`src/rtl/thresh_fifo_pkg.sv`:
```
package thresh_fifo_pkg;

   // which offset register a load access addresses
   typedef enum logic {
      SEL_EMPTY = 1'b0,
      SEL_FULL  = 1'b1
   } ofs_sel_e;

   // reset threshold: one eighth of the depth minus one, never above 127
   function automatic int default_offset(input int depth);
      int v;
      v = depth / 8 - 1;
      if (v > 127) v = 127;
      return v;
   endfunction

   function automatic ofs_sel_e next_sel(input ofs_sel_e s);
      return (s == SEL_EMPTY) ? SEL_FULL : SEL_EMPTY;
   endfunction

endpackage

```
`src/rtl/offset_bank.sv`:
```
module offset_bank
   import thresh_fifo_pkg::*;
#(
   parameter int OW      = 12,
   parameter int DEF_AE  = 7,
   parameter int DEF_AF  = 7
) (
   input  logic          clk,
   input  logic          rst,
   input  logic          ld_wr,
   input  logic          ld_rd,
   input  logic [OW-1:0] wdata,
   output logic [OW-1:0] n_nxt,
   output logic [OW-1:0] m_nxt,
   output logic [OW-1:0] rd_val
);

   ofs_sel_e      wsel_q, rsel_q;
   logic [OW-1:0] ofs_q [2];

   // one register per threshold, each with its own reset default
   for (genvar k = 0; k < 2; k++) begin : g_ofs
      localparam logic [OW-1:0] RST_VAL = (k == 0) ? OW'(DEF_AE) : OW'(DEF_AF);
      always_ff @(posedge clk) begin
         if (rst)
            ofs_q[k] <= RST_VAL;
         else if (ld_wr && (wsel_q == ofs_sel_e'(k)))
            ofs_q[k] <= wdata;
      end
   end

   always_ff @(posedge clk) begin
      if (rst) begin
         wsel_q <= SEL_EMPTY;
         rsel_q <= SEL_EMPTY;
      end else begin
         if (ld_wr) wsel_q <= next_sel(wsel_q);
         if (ld_rd) rsel_q <= next_sel(rsel_q);
      end
   end

   // values as they stand after this edge, so flags follow a new threshold at once
   assign n_nxt  = (ld_wr && wsel_q == SEL_EMPTY) ? wdata : ofs_q[0];
   assign m_nxt  = (ld_wr && wsel_q == SEL_FULL)  ? wdata : ofs_q[1];
   assign rd_val = (rsel_q == SEL_FULL) ? ofs_q[1] : ofs_q[0];

   // every offset write moves the write order on
   assert_wr_order_R7: assert property (@(posedge clk) disable iff (rst)
      ld_wr |=> wsel_q != $past(wsel_q));

   // a cycle with no offset write keeps the write position
   assert_keep_pos_R8: assert property (@(posedge clk) disable iff (rst)
      !ld_wr |=> $stable(wsel_q));

   // every offset read moves the read order on
   assert_rd_order_R9: assert property (@(posedge clk) disable iff (rst)
      ld_rd |=> rsel_q != $past(rsel_q));

endmodule

```
`src/rtl/fifo_store.sv`:
```
module fifo_store #(
   parameter int DEPTH = 64,
   parameter int DW    = 18,
   parameter int AW    = $clog2(DEPTH),
   parameter int CW    = AW + 1
) (
   input  logic          clk,
   input  logic          rst,
   input  logic          push_req,
   input  logic          pop_req,
   input  logic [DW-1:0] wdata,
   output logic [DW-1:0] rd_word,
   output logic          pop_fire,
   output logic [CW-1:0] cnt_q,
   output logic [CW-1:0] cnt_nxt
);

   logic [DW-1:0] mem [DEPTH];
   logic [AW-1:0] wptr_q, rptr_q;
   logic          push_fire;

   // overflow and underflow guards
   assign push_fire = push_req && (cnt_q != CW'(DEPTH));
   assign pop_fire  = pop_req  && (cnt_q != '0);

   always_comb begin
      unique case ({push_fire, pop_fire})
         2'b10:   cnt_nxt = cnt_q + CW'(1);
         2'b01:   cnt_nxt = cnt_q - CW'(1);
         default: cnt_nxt = cnt_q;
      endcase
   end

   always_ff @(posedge clk) begin
      if (push_fire) mem[wptr_q] <= wdata;
   end

   always_ff @(posedge clk) begin
      if (rst) begin
         wptr_q <= '0;
         rptr_q <= '0;
         cnt_q  <= '0;
      end else begin
         if (push_fire) wptr_q <= wptr_q + AW'(1);
         if (pop_fire)  rptr_q <= rptr_q + AW'(1);
         cnt_q <= cnt_nxt;
      end
   end

   assign rd_word = mem[rptr_q];

   // a full store refuses a write that has no read beside it
   assert_no_overflow_R2: assert property (@(posedge clk) disable iff (rst)
      (cnt_q == CW'(DEPTH) && push_req && !pop_req) |=> $stable(wptr_q));

   // an empty store refuses a read
   assert_no_underflow_R2: assert property (@(posedge clk) disable iff (rst)
      (cnt_q == '0 && pop_req) |=> $stable(rptr_q));

   // the count moves by at most one word per edge
   assert_count_step_R12: assert property (@(posedge clk) disable iff (rst)
      1'b1 |=> (cnt_q == $past(cnt_q) || cnt_q == $past(cnt_q) + CW'(1)
                || cnt_q == $past(cnt_q) - CW'(1)));

endmodule

```
`src/rtl/flag_gen.sv`:
```
module flag_gen #(
   parameter int DEPTH = 64,
   parameter int CW    = 7,
   parameter int OW    = 12
) (
   input  logic          clk,
   input  logic          rst,
   input  logic [CW-1:0] cnt_nxt,
   input  logic [OW-1:0] n_nxt,
   input  logic [OW-1:0] m_nxt,
   output logic          empty_n,
   output logic          almost_empty_n,
   output logic          half_full_n,
   output logic          almost_full_n,
   output logic          full_n
);

   localparam int SW = ((CW > OW) ? CW : OW) + 1;

   logic [SW-1:0] cnt_w, fill_sum;

   assign cnt_w    = SW'(cnt_nxt);
   assign fill_sum = cnt_w + SW'(m_nxt);

   always_ff @(posedge clk) begin
      if (rst) begin
         empty_n        <= 1'b0;
         almost_empty_n <= 1'b0;
         half_full_n    <= 1'b1;
         almost_full_n  <= 1'b1;
         full_n         <= 1'b1;
      end else begin
         empty_n        <= (cnt_nxt != '0);
         almost_empty_n <= !(cnt_w <= SW'(n_nxt));
         half_full_n    <= !(cnt_nxt > CW'(DEPTH / 2));
         almost_full_n  <= !(fill_sum >= SW'(DEPTH));
         full_n         <= (cnt_nxt != CW'(DEPTH));
      end
   end

   // an empty store is always below the almost-empty threshold
   assert_empty_in_ae_R4: assert property (@(posedge clk) disable iff (rst)
      !empty_n |-> !almost_empty_n);

   // a full store is always almost full and past half
   assert_full_in_af_R5: assert property (@(posedge clk) disable iff (rst)
      !full_n |-> (!almost_full_n && !half_full_n));

endmodule

```
`src/rtl/thresh_fifo.sv`:
```
module thresh_fifo
   import thresh_fifo_pkg::*;
#(
   parameter int DATA_W = 18,
   parameter int OFS_W  = 12,
   parameter int DEPTH  = 64
) (
   input  logic              clk,
   input  logic              rst,
   input  logic              wr_en_n,
   input  logic              rd_en_n,
   input  logic              load_n,
   input  logic [DATA_W-1:0] din,
   output logic [DATA_W-1:0] dout,
   output logic              empty_n,
   output logic              almost_empty_n,
   output logic              half_full_n,
   output logic              almost_full_n,
   output logic              full_n
);

   localparam int AW     = $clog2(DEPTH);
   localparam int CW     = AW + 1;
   localparam int DEF_OF = default_offset(DEPTH);

   if (DEPTH < 64 || DEPTH > 4096 || (1 << AW) != DEPTH) begin : g_bad_depth
      $error("thresh_fifo: DEPTH must be a power of two from 64 to 4096");
   end
   if (DATA_W <= OFS_W) begin : g_bad_width
      $error("thresh_fifo: DATA_W must exceed OFS_W");
   end

   logic              ld_wr, ld_rd, push_req, pop_req, pop_fire;
   logic [DATA_W-1:0] rd_word;
   logic [CW-1:0]     cnt_q, cnt_nxt;
   logic [OFS_W-1:0]  n_nxt, m_nxt, ofs_val;

   // the load select steers both enables between the two targets
   assign ld_wr    = !load_n && !wr_en_n;
   assign ld_rd    = !load_n && !rd_en_n;
   assign push_req =  load_n && !wr_en_n;
   assign pop_req  =  load_n && !rd_en_n;

   fifo_store #(.DEPTH(DEPTH), .DW(DATA_W), .AW(AW), .CW(CW)) u_store (
      .clk      (clk),
      .rst      (rst),
      .push_req (push_req),
      .pop_req  (pop_req),
      .wdata    (din),
      .rd_word  (rd_word),
      .pop_fire (pop_fire),
      .cnt_q    (cnt_q),
      .cnt_nxt  (cnt_nxt)
   );

   offset_bank #(.OW(OFS_W), .DEF_AE(DEF_OF), .DEF_AF(DEF_OF)) u_ofs (
      .clk    (clk),
      .rst    (rst),
      .ld_wr  (ld_wr),
      .ld_rd  (ld_rd),
      .wdata  (din[OFS_W-1:0]),
      .n_nxt  (n_nxt),
      .m_nxt  (m_nxt),
      .rd_val (ofs_val)
   );

   flag_gen #(.DEPTH(DEPTH), .CW(CW), .OW(OFS_W)) u_flags (
      .clk            (clk),
      .rst            (rst),
      .cnt_nxt        (cnt_nxt),
      .n_nxt          (n_nxt),
      .m_nxt          (m_nxt),
      .empty_n        (empty_n),
      .almost_empty_n (almost_empty_n),
      .half_full_n    (half_full_n),
      .almost_full_n  (almost_full_n),
      .full_n         (full_n)
   );

   always_ff @(posedge clk) begin
      if (rst)
         dout <= '0;
      else if (ld_rd)
         dout <= {{(DATA_W-OFS_W){1'b0}}, ofs_val};
      else if (pop_fire)
         dout <= rd_word;
   end

   // offset traffic never changes the stored count
   assert_load_no_fifo_R10: assert property (@(posedge clk) disable iff (rst)
      !load_n |=> $stable(cnt_q));

   // a read on an empty store leaves dout as it was
   assert_hold_empty_R2: assert property (@(posedge clk) disable iff (rst)
      (cnt_q == '0 && load_n) |=> $stable(dout));

   // empty and full are never both asserted
   assert_flag_excl_R3: assert property (@(posedge clk) disable iff (rst)
      $onehot0({~empty_n, ~full_n}));

endmodule

```
`config.mk`:
```
export PLATFORM = sky130hd
export DESIGN_NAME = thresh_fifo
export DESIGN_NICKNAME = d
export VERILOG_FILES = /design/src/rtl/thresh_fifo_pkg.sv /design/src/rtl/offset_bank.sv /design/src/rtl/fifo_store.sv /design/src/rtl/flag_gen.sv /design/src/rtl/thresh_fifo.sv
export SDC_FILE = /design/constraint.sdc
export NUM_CORES = 1
export LEC_CHECK = 0
export BUFFER_PORTS_ARGS = -buffer_cell sky130_fd_sc_hd__buf_2
export CORE_MARGIN = 2
export CORE_UTILIZATION = 45
export CTS_CLUSTER_DIAMETER = 120
export DETAILED_ROUTE_END_ITERATION = 10
export PLACE_DENSITY = 0.59
export SYNTH_ARGS = -nofsm -noshare
export SYNTH_HDL_FRONTEND = slang
export SYNTH_HIERARCHICAL = 1
export SYNTH_SLANG_ARGS = --single-unit
```
`constraint.sdc`:
```
create_clock -name clk -period 9.9 [get_ports clk]
set_input_delay 1.485 -clock clk [delete_from_list [all_inputs] [get_ports clk]]
set_output_delay 1.485 -clock clk [all_outputs]
set_load 0.05 [all_outputs]
```
==> metrics.log, run 1 <==
INFO  metric outcome = finished, final reports clean
INFO  metric yosysWarningCount = 6
INFO  metric buffer_ports.inserted = 45
INFO  metric core-area = 106,000 sq um
INFO  metric worstPathMaxFanout = 26
INFO  metric final_antenna_net_count = 0
INFO  metric initial_util = 45.5%
INFO  metric cts_post_setup_buffers_inserted = 0
INFO  metric synth.ff_latch_count = 1,226
INFO  metric worst-endpoint-arrival = 5.96 ns
INFO  metric number_of_instances_in_the_placed_design = 3,712
INFO  metric dr_total_vias = 23,559
INFO  metric grt_start_max_net_pins = 140
INFO  metric route.detailed.vias_per_inst = 5.98
INFO  metric final_nets = 2,486
INFO  metric power.leakage = 16.6 nW
INFO  metric layout.cells.most_common = sky130_fd_sc_hd__edfxtp_1
INFO  metric power_report.internal_total = 0.00876 W
INFO  metric h-tree-depth = 3
INFO  metric num_io_pins = 46
INFO  metric cell_chain_critical_path = buf_2 -> nor2b_1 -> o31a_2 -> ha_1 -> xor2_1 -> ha_1 -> and3b_1 -> o21ai_0 -> a21oi_1 -> a211oi_1 -> xor2_1 -> ha_1 -> nand4_1 -> a21oi_1 -> nor3_1 -> mux2i_1 -> o41ai_2
INFO  metric firstDrtPassIters = 6
INFO  metric critical-path-slowest-cell = sky130_fd_sc_hd__o31a_2
INFO  metric timing.setup.critical_path_class = in2reg
INFO  metric netlist_area = 48,000 sq um
INFO  metric antenna_found_initial = 6
INFO  metric report.power.total = 0.0111 W
INFO  metric insertion_delay = 0.69 ns
INFO  metric first_global_vias = 23,689
INFO  metric detailed_place_hpwl = 68,600 um
INFO  metric fillCellCount = 8,311
INFO  metric worst_path_largest_cell_delay = 0.73 ns
INFO  metric grt.total_usage = 21.5%
INFO  metric fin_crit_sh = 54.5%
INFO  metric final_hold_viol_count = 0
INFO  metric routed_wire_length_per_instance = 29.4 um
INFO  metric cp_num_buf_inv = 1
INFO  metric dieWidth = 331 um
INFO  metric grt.overflow.total = 0
INFO  metric yosys_most_used_dff = sky130_fd_sc_hd__edfxtp_1
INFO  metric clock_share_of_power = 42.3%
INFO  metric number_of_synthesized_flops_with_an_enable_pin = 1,176
INFO  metric die_h = 331 um
INFO  metric synth_fp_nets = 2,374
INFO  metric clock_edge_transition_at_the_registers_on_the_reported_setup_and_hold_paths = 0.06 ns
INFO  metric critical_path.startpoint_type = input port
INFO  metric fin_hold_ws = 0.541 ns
INFO  metric fin_worst_skew = 0.0274 ns
INFO  metric gpl.final_weighted_congestion = 0.931
INFO  metric num_rows = 119
INFO  metric max_slew_margin = 13.2%
INFO  metric swShare = 21.2%
INFO  metric global_route_wire_length_before_repair = 167,000 um
INFO  metric syn2layout_area_growth = 12.6%
INFO  metric required = 10.47 ns
INFO  metric post-route-drc-count = 0
INFO  metric achievable-frequency = 185 MHz
INFO  metric clock_sink_count = 1,226
INFO  metric type_of_destination_of_the_critical_path = register
INFO  metric cts-resized-gates = 0
INFO  metric ctsRootBufferMaster = sky130_fd_sc_hd__clkbuf_16
INFO  metric rsz0062_at_grt = false
INFO  metric post-route-min-period = 5.39 ns
INFO  metric layoutNonFillerInstCount = 3,941
INFO  metric hold_path.class = reg2reg
INFO  metric total_switching_power = 0.00236 W
INFO  metric async_reset_ff_share = 0%
INFO  metric cellPowerDensity = 206 nW/um^2
INFO  metric cp_common_cell = sky130_fd_sc_hd__ha_1
INFO  metric worst_slew_pin_slew = 1.30 ns
INFO  metric drt_first_iter_violations = 3,015
INFO  metric cts_tree = yes
INFO  metric cts-buffers-inserted = 120
INFO  metric timing_max_transition_violations_final = 0
INFO  metric post_route_cells_drive_above_1_share = 27.2%
INFO  metric worst_path_dominant_cell_family = compound AO/OA/AOI/OAI gates
INFO  metric ctsHoldBuffers = 0
INFO  metric fp.dieArea = 109,000 sq um
INFO  metric maxCapViolations = 0
INFO  metric setup_violations = 0
INFO  metric syn_area_per_cell = 20.6 sq um
INFO  metric ys_seq_area_share = 75.7%
INFO  metric pwr-share-comb = 6.0%
INFO  metric synth.distinct_cells = 65
INFO  metric drt_total_wl = 116,000 um
INFO  metric power_frac_seq = 51.7%
INFO  metric cts-root-to-sink-buffers = 3
INFO  metric netlist_instances = 2,331
INFO  metric layout.cells.most_common_list = sky130_fd_sc_hd__edfxtp_1, sky130_fd_sc_hd__mux4_2, sky130_fd_sc_hd__clkbuf_16, sky130_fd_sc_hd__nor2_1, sky130_fd_sc_hd__buf_4
INFO  metric finalSetupTns = 0 ns
INFO  metric worst_ir_drop_vdd = 0.195 mV
worst reg2reg max path, stage by stage (launching register included):
cell and delay, ns:
sky130_fd_sc_hd__dfxtp_1 0.39, sky130_fd_sc_hd__or4_1 0.57, sky130_fd_sc_hd__o31a_2 0.61, sky130_fd_sc_hd__ha_1 0.44, sky130_fd_sc_hd__xor2_1 0.20, sky130_fd_sc_hd__ha_1 0.25, sky130_fd_sc_hd__and3b_1 0.19, sky130_fd_sc_hd__o21ai_0 0.29
sky130_fd_sc_hd__a21oi_1 0.12, sky130_fd_sc_hd__a211oi_1 0.39, sky130_fd_sc_hd__xor2_1 0.38, sky130_fd_sc_hd__ha_1 0.33, sky130_fd_sc_hd__nand4_1 0.12, sky130_fd_sc_hd__a21oi_1 0.06, sky130_fd_sc_hd__nor3_1 0.22, sky130_fd_sc_hd__mux2i_1 0.25
sky130_fd_sc_hd__o41ai_2 0.08
metal layers:
layer	vias up	global-route usage, %	share of wire, %	wire length [um]
met5	-	0	0.013	15
met4	2	5.68	2.7	3080
met3	181	4.02	7.1	8200
met2	865	33.8	48	55100
met1	12593	31.1	43	49500
li1	9918	-	-	-
stage by stage:
step	cell area (sq um)	util [%]	setup WS (ns)
floorplan	48000	-	4.86
global placement	50000	47.3	4.01
detailed placement	50000	47.3	3.92
CTS	54100	51.2	4.64
global route	54100	51.2	4.22
finish	54100	51.2	4.51
kinds of logic after synthesis:
| family | count (synthesis) | share of synthesized area, % |
|---|---|---|
| adders and majority gates | 20 | 0.537 |
| and+or+nand+nor | 326 | 3.32 |
| AOI/OAI and AO/OA | 225 | 3.40 |
| DFF | 1226 | 75.7 |
| muxes | 369 | 15.2 |
| xor gates and xnor gates | 20 | 0.365 |
| buffers and inverters | 145 | 1.56 |
synth_stat cells (all sizes together) (32+ instances only):
| cell | count | area, sq um |
|---|---|---|
| edfxtp | 1176 | 35300 |
| clkbuf | 44 | 166 |
| nand3 | 32 | 165 |
| mux4 | 279 | 6280 |
| o22ai | 50 | 313 |
| nor2 | 128 | 480 |
| buf | 86 | 524 |
| a22oi | 65 | 488 |
| nand2 | 54 | 218 |
| mux2i | 40 | 400 |
| mux2 | 50 | 597 |
| dfxtp | 50 | 1000 |
registers in the layout, summed over array words and instances, names as in the netlist, named ones only:
register / cells
u_flags/empty_n: 1
u_flags/almost_full_n: 1
u_flags/almost_empty_n: 1
u_store/mem: 1152
u_ofs/wsel_q: 1
u_store/rptr_q: 6
dout: 18
u_store/wptr_q: 6
u_flags/half_full_n: 1
u_ofs/ofs_q: 24
u_flags/full_n: 1
u_store/cnt_q: 7
u_ofs/rsel_q: 1
worst paths after layout:
check                                 startpoint  slack [ns]                               end  cells after the start
setup reg to reg     u_store/cnt_q[3]$_SDFF_PP0_        4.88  u_flags/almost_full_n$_SDFF_PP1_                     16
hold / removal    u_store/rptr_q[1]$_SDFFE_PP0N_        0.54                          register                      2
hold reg to reg   u_store/rptr_q[1]$_SDFFE_PP0N_        0.54                          register                      2
setup / recovery                          load_n        4.51  u_flags/almost_full_n$_SDFF_PP1_                     17
layout make-up:
type	instances	area, sq um	area share, %
Clock inverter	89	1000	1.85
Tap cell	1391	1740	3.22
Inverter	15	56.3	0.104
Clock buffer	138	3110	5.76
Multi-Input combinational cell	960	11000	20.4
Antenna cell	2	5.00	0.00926
Timing Repair Buffer	120	813	1.50
Sequential cell	1226	36300	67.2
power groups by stage:
| stage | clock network, W | registers, W | logic (W) |
|---|---|---|---|
| after CTS | 0.00480 | 0.00575 | 0.000678 |
| after floorplan | 0 | 0.00586 | 0.000417 |
| after global placement | 0 | 0.00586 | 0.000664 |
| after detailed placement | 0 | 0.00586 | 0.000677 |
| after global routing | 0.00500 | 0.00575 | 0.000716 |
| final | 0.00471 | 0.00575 | 0.000671 |
No activity file was read; power rests on OpenSTA's default activity.
==> inputs of run 2 (changes only) <==
Clock period 9.9 ns to 5.25 ns, I/O delays scaled along.
==> metrics.log, run 2 (synthesis results as in run 1) <==
INFO  metric num_io_pins = 46 (unchanged)
INFO  metric cts_post_setup_buffers_inserted = 0 (unchanged)
INFO  metric grt.total_usage = 21.9% (was 21.5%)
INFO  metric gpl.final_weighted_congestion = 0.898 (was 0.931)
INFO  metric outcome = finished, final reports clean (unchanged)
INFO  metric grt_start_max_net_pins = 69 (was 140)
INFO  metric pwr-share-comb = 6.3% (was 6.0%)
INFO  metric setup_violations = 0 (unchanged)
INFO  metric global_route_wire_length_before_repair = 171,000 um (was 167,000 um)
INFO  metric drt_total_wl = 119,000 um (was 116,000 um)
INFO  metric timing_max_transition_violations_final = 0 (unchanged)
INFO  metric post_route_cells_drive_above_1_share = 28.0% (was 27.2%)
INFO  metric clock_edge_transition_at_the_registers_on_the_reported_setup_and_hold_paths = 0.06 ns (about the same)
INFO  metric drt_first_iter_violations = 2,754 (was 3,015)
INFO  metric h-tree-depth = 3 (unchanged)
INFO  metric power_report.internal_total = 0.0164 W (was 0.00876 W)
INFO  metric reg.largest.list = u_store/mem x1152, u_ofs/ofs_q x24, dout x18 (unchanged)
INFO  metric insertion_delay = 0.69 ns (about the same)
INFO  metric antenna_found_initial = 5 (was 6)
INFO  metric routed_wire_length_per_instance = 29.9 um (was 29.4 um)
INFO  metric max_slew_margin = 14.4% (was 13.2%)
INFO  metric layout.cells.most_common_list = sky130_fd_sc_hd__edfxtp_1, sky130_fd_sc_hd__mux4_2, sky130_fd_sc_hd__clkbuf_16, sky130_fd_sc_hd__buf_4, sky130_fd_sc_hd__nor2_1 (was sky130_fd_sc_hd__edfxtp_1, sky130_fd_sc_hd__mux4_2, sky130_fd_sc_hd__clkbuf_16, sky130_fd_sc_hd__nor2_1, sky130_fd_sc_hd__buf_4)
INFO  metric dr_total_vias = 23,956 (was 23,559)
INFO  metric swShare = 21.4% (was 21.2%)
INFO  metric post-route-min-period = 4.49 ns
INFO  metric total_switching_power = 0.00447 W (was 0.00236 W)
INFO  metric ctsRootBufferMaster = sky130_fd_sc_hd__clkbuf_16 (unchanged)
INFO  metric firstDrtPassIters = 5 (was 6)
INFO  metric final_nets = 2,522 (was 2,486)
INFO  metric power.leakage = 16.8 nW (was 16.6 nW)
INFO  metric timing.setup.critical_path_class = reg2reg (was in2reg)
INFO  metric report.power.total = 0.0209 W (was 0.0111 W)
INFO  metric fin_crit_sh = 85.5%
INFO  metric maxCapViolations = 0 (unchanged)
INFO  metric critical_path.startpoint_type = register (was input port)
INFO  metric finalSetupTns = 0 ns (unchanged)
INFO  metric first_global_vias = 23,790 (was 23,689)
INFO  metric dieWidth = 331 um (unchanged)
INFO  metric cts-buffers-inserted = 120 (unchanged)
INFO  metric num_rows = 119 (unchanged)
INFO  metric cellPowerDensity = 385 nW/um^2 (was 206 nW/um^2)
INFO  metric register_with_the_most_flip_flops = u_store/mem (unchanged)
INFO  metric initial_util = 45.5% (unchanged)
INFO  metric layout.cells.most_common = sky130_fd_sc_hd__edfxtp_1 (unchanged)
INFO  metric fp.dieArea = 109,000 sq um (unchanged)
INFO  metric buffer_ports.inserted = 45 (unchanged)
INFO  metric worst_ir_drop_vdd = 0.305 mV (was 0.195 mV)
INFO  metric core-area = 106,000 sq um (unchanged)
INFO  metric number_of_instances_in_the_placed_design = 3,748 (was 3,712)
INFO  metric post-route-worst-setup-slack = 0.762 ns (was 4.51 ns)
INFO  metric type_of_destination_of_the_critical_path = register (unchanged)
INFO  metric post-route-drc-count = 0 (unchanged)
INFO  metric rsz0062_at_grt = false (unchanged)
INFO  metric grt.overflow.total = 0 (unchanged)
INFO  metric pre_cts_slack = 0.666 ns (was 3.92 ns)
INFO  metric required = 5.83 ns (was 10.47 ns)
INFO  metric ctsHoldBuffers = 0 (unchanged)
INFO  metric worstPathMaxFanout = 9 (was 26)
INFO  metric final_hold_viol_count = 0 (unchanged)
INFO  metric achievable-frequency = 223 MHz
INFO  metric cts-resized-gates = 0 (unchanged)
INFO  metric route.detailed.vias_per_inst = 6.03 (was 5.98)
INFO  metric largest_reg_flops = 1,152 (unchanged)
INFO  metric layoutNonFillerInstCount = 3,973 (was 3,941)
INFO  metric cts-root-to-sink-buffers = 3 (unchanged)
INFO  metric syn2layout_area_growth = 13.2% (was 12.6%)
INFO  metric cts_tree = yes (unchanged)
INFO  metric die_h = 331 um (unchanged)
INFO  metric fin_worst_skew = 0.0292 ns (was 0.0274 ns)
INFO  metric power_frac_seq = 51.9% (was 51.7%)
INFO  metric hold_path.class = reg2reg (unchanged)
INFO  metric worst_slew_pin_slew = 1.28 ns (was 1.30 ns)
INFO  metric clock_share_of_power = 41.8% (was 42.3%)
INFO  metric final_antenna_net_count = 0 (unchanged)
INFO  metric clock_sink_count = 1,226 (unchanged)
INFO  metric worst-endpoint-arrival = 5.06 ns (was 5.96 ns)
INFO  metric detailed_place_hpwl = 72,900 um (was 68,600 um)
run 2: worst paths after layout:
path	start	end	slack, ns	depth (start not counted)
min	u_store/rptr_q[5]$_SDFFE_PP0N_	u_store/rptr_q[5]$_SDFFE_PP0N_	0.53	2
max	u_store/cnt_q[3]$_SDFF_PP0_	u_flags/almost_full_n$_SDFF_PP1_	0.76	17
min reg2reg	u_store/rptr_q[5]$_SDFFE_PP0N_	u_store/rptr_q[5]$_SDFFE_PP0N_	0.53	2
max reg2reg	u_store/cnt_q[3]$_SDFF_PP0_	u_flags/almost_full_n$_SDFF_PP1_	0.76	17
run 2: through the flow:
stage	hold slack, ns	instance area (sq um)	util [%]
final	0.531	54300	51.5
after global routing	0.531	54300	51.5
after CTS	0.517	54300	51.5
after detailed placement	0.517	50300	47.7
after global placement	0.507	50300	47.7
after floorplan	0.485	48000	-
run 2: worst max-delay path, stage by stage, from the launching register on:
cell	delay, ns
sky130_fd_sc_hd__dfxtp_1	0.39
sky130_fd_sc_hd__or4_1	0.57
sky130_fd_sc_hd__o31a_1	0.27
sky130_fd_sc_hd__inv_1	0.08
sky130_fd_sc_hd__ha_1	0.35
sky130_fd_sc_hd__xor2_1	0.13
sky130_fd_sc_hd__ha_1	0.24
sky130_fd_sc_hd__and3b_1	0.19
sky130_fd_sc_hd__o21ai_0	0.28
sky130_fd_sc_hd__a21oi_1	0.12
sky130_fd_sc_hd__a211oi_1	0.39
sky130_fd_sc_hd__xor2_1	0.31
sky130_fd_sc_hd__ha_1	0.31
sky130_fd_sc_hd__nand2_1	0.08
sky130_fd_sc_hd__a21oi_1	0.06
sky130_fd_sc_hd__nor3_1	0.27
sky130_fd_sc_hd__mux2i_1	0.26
sky130_fd_sc_hd__o41ai_2	0.08
run 2: metal layers:
layer	vias up	GRT usage, %	wire length (um)
met4	0	5.03	2770
met1	12932	32.6	51600
met5	-	0	0
li1	9983	-	-
met3	142	4.01	8550
met2	899	34.0	56100
run 2: area by class of cell:
type,count,area [sq um]
fill,8246,51200
timing repair buffer,156,1170
sequential,1226,36300
antenna,1,2.50
multi-input combinational,960,11000
inverter,15,56.3
clock buffer,148,3250
tap,1391,1740
clock inverter,76,766
run 2: power by group through the flow:
stage	sequential (W)	combinational [W]	clock [W]
global placement	0.0110	0.00131	0
global route	0.0108	0.00141	0.00925
finish	0.0108	0.00132	0.00874
floorplan	0.0110	0.000787	0
CTS	0.0108	0.00133	0.00888
detailed placement	0.0110	0.00133	0
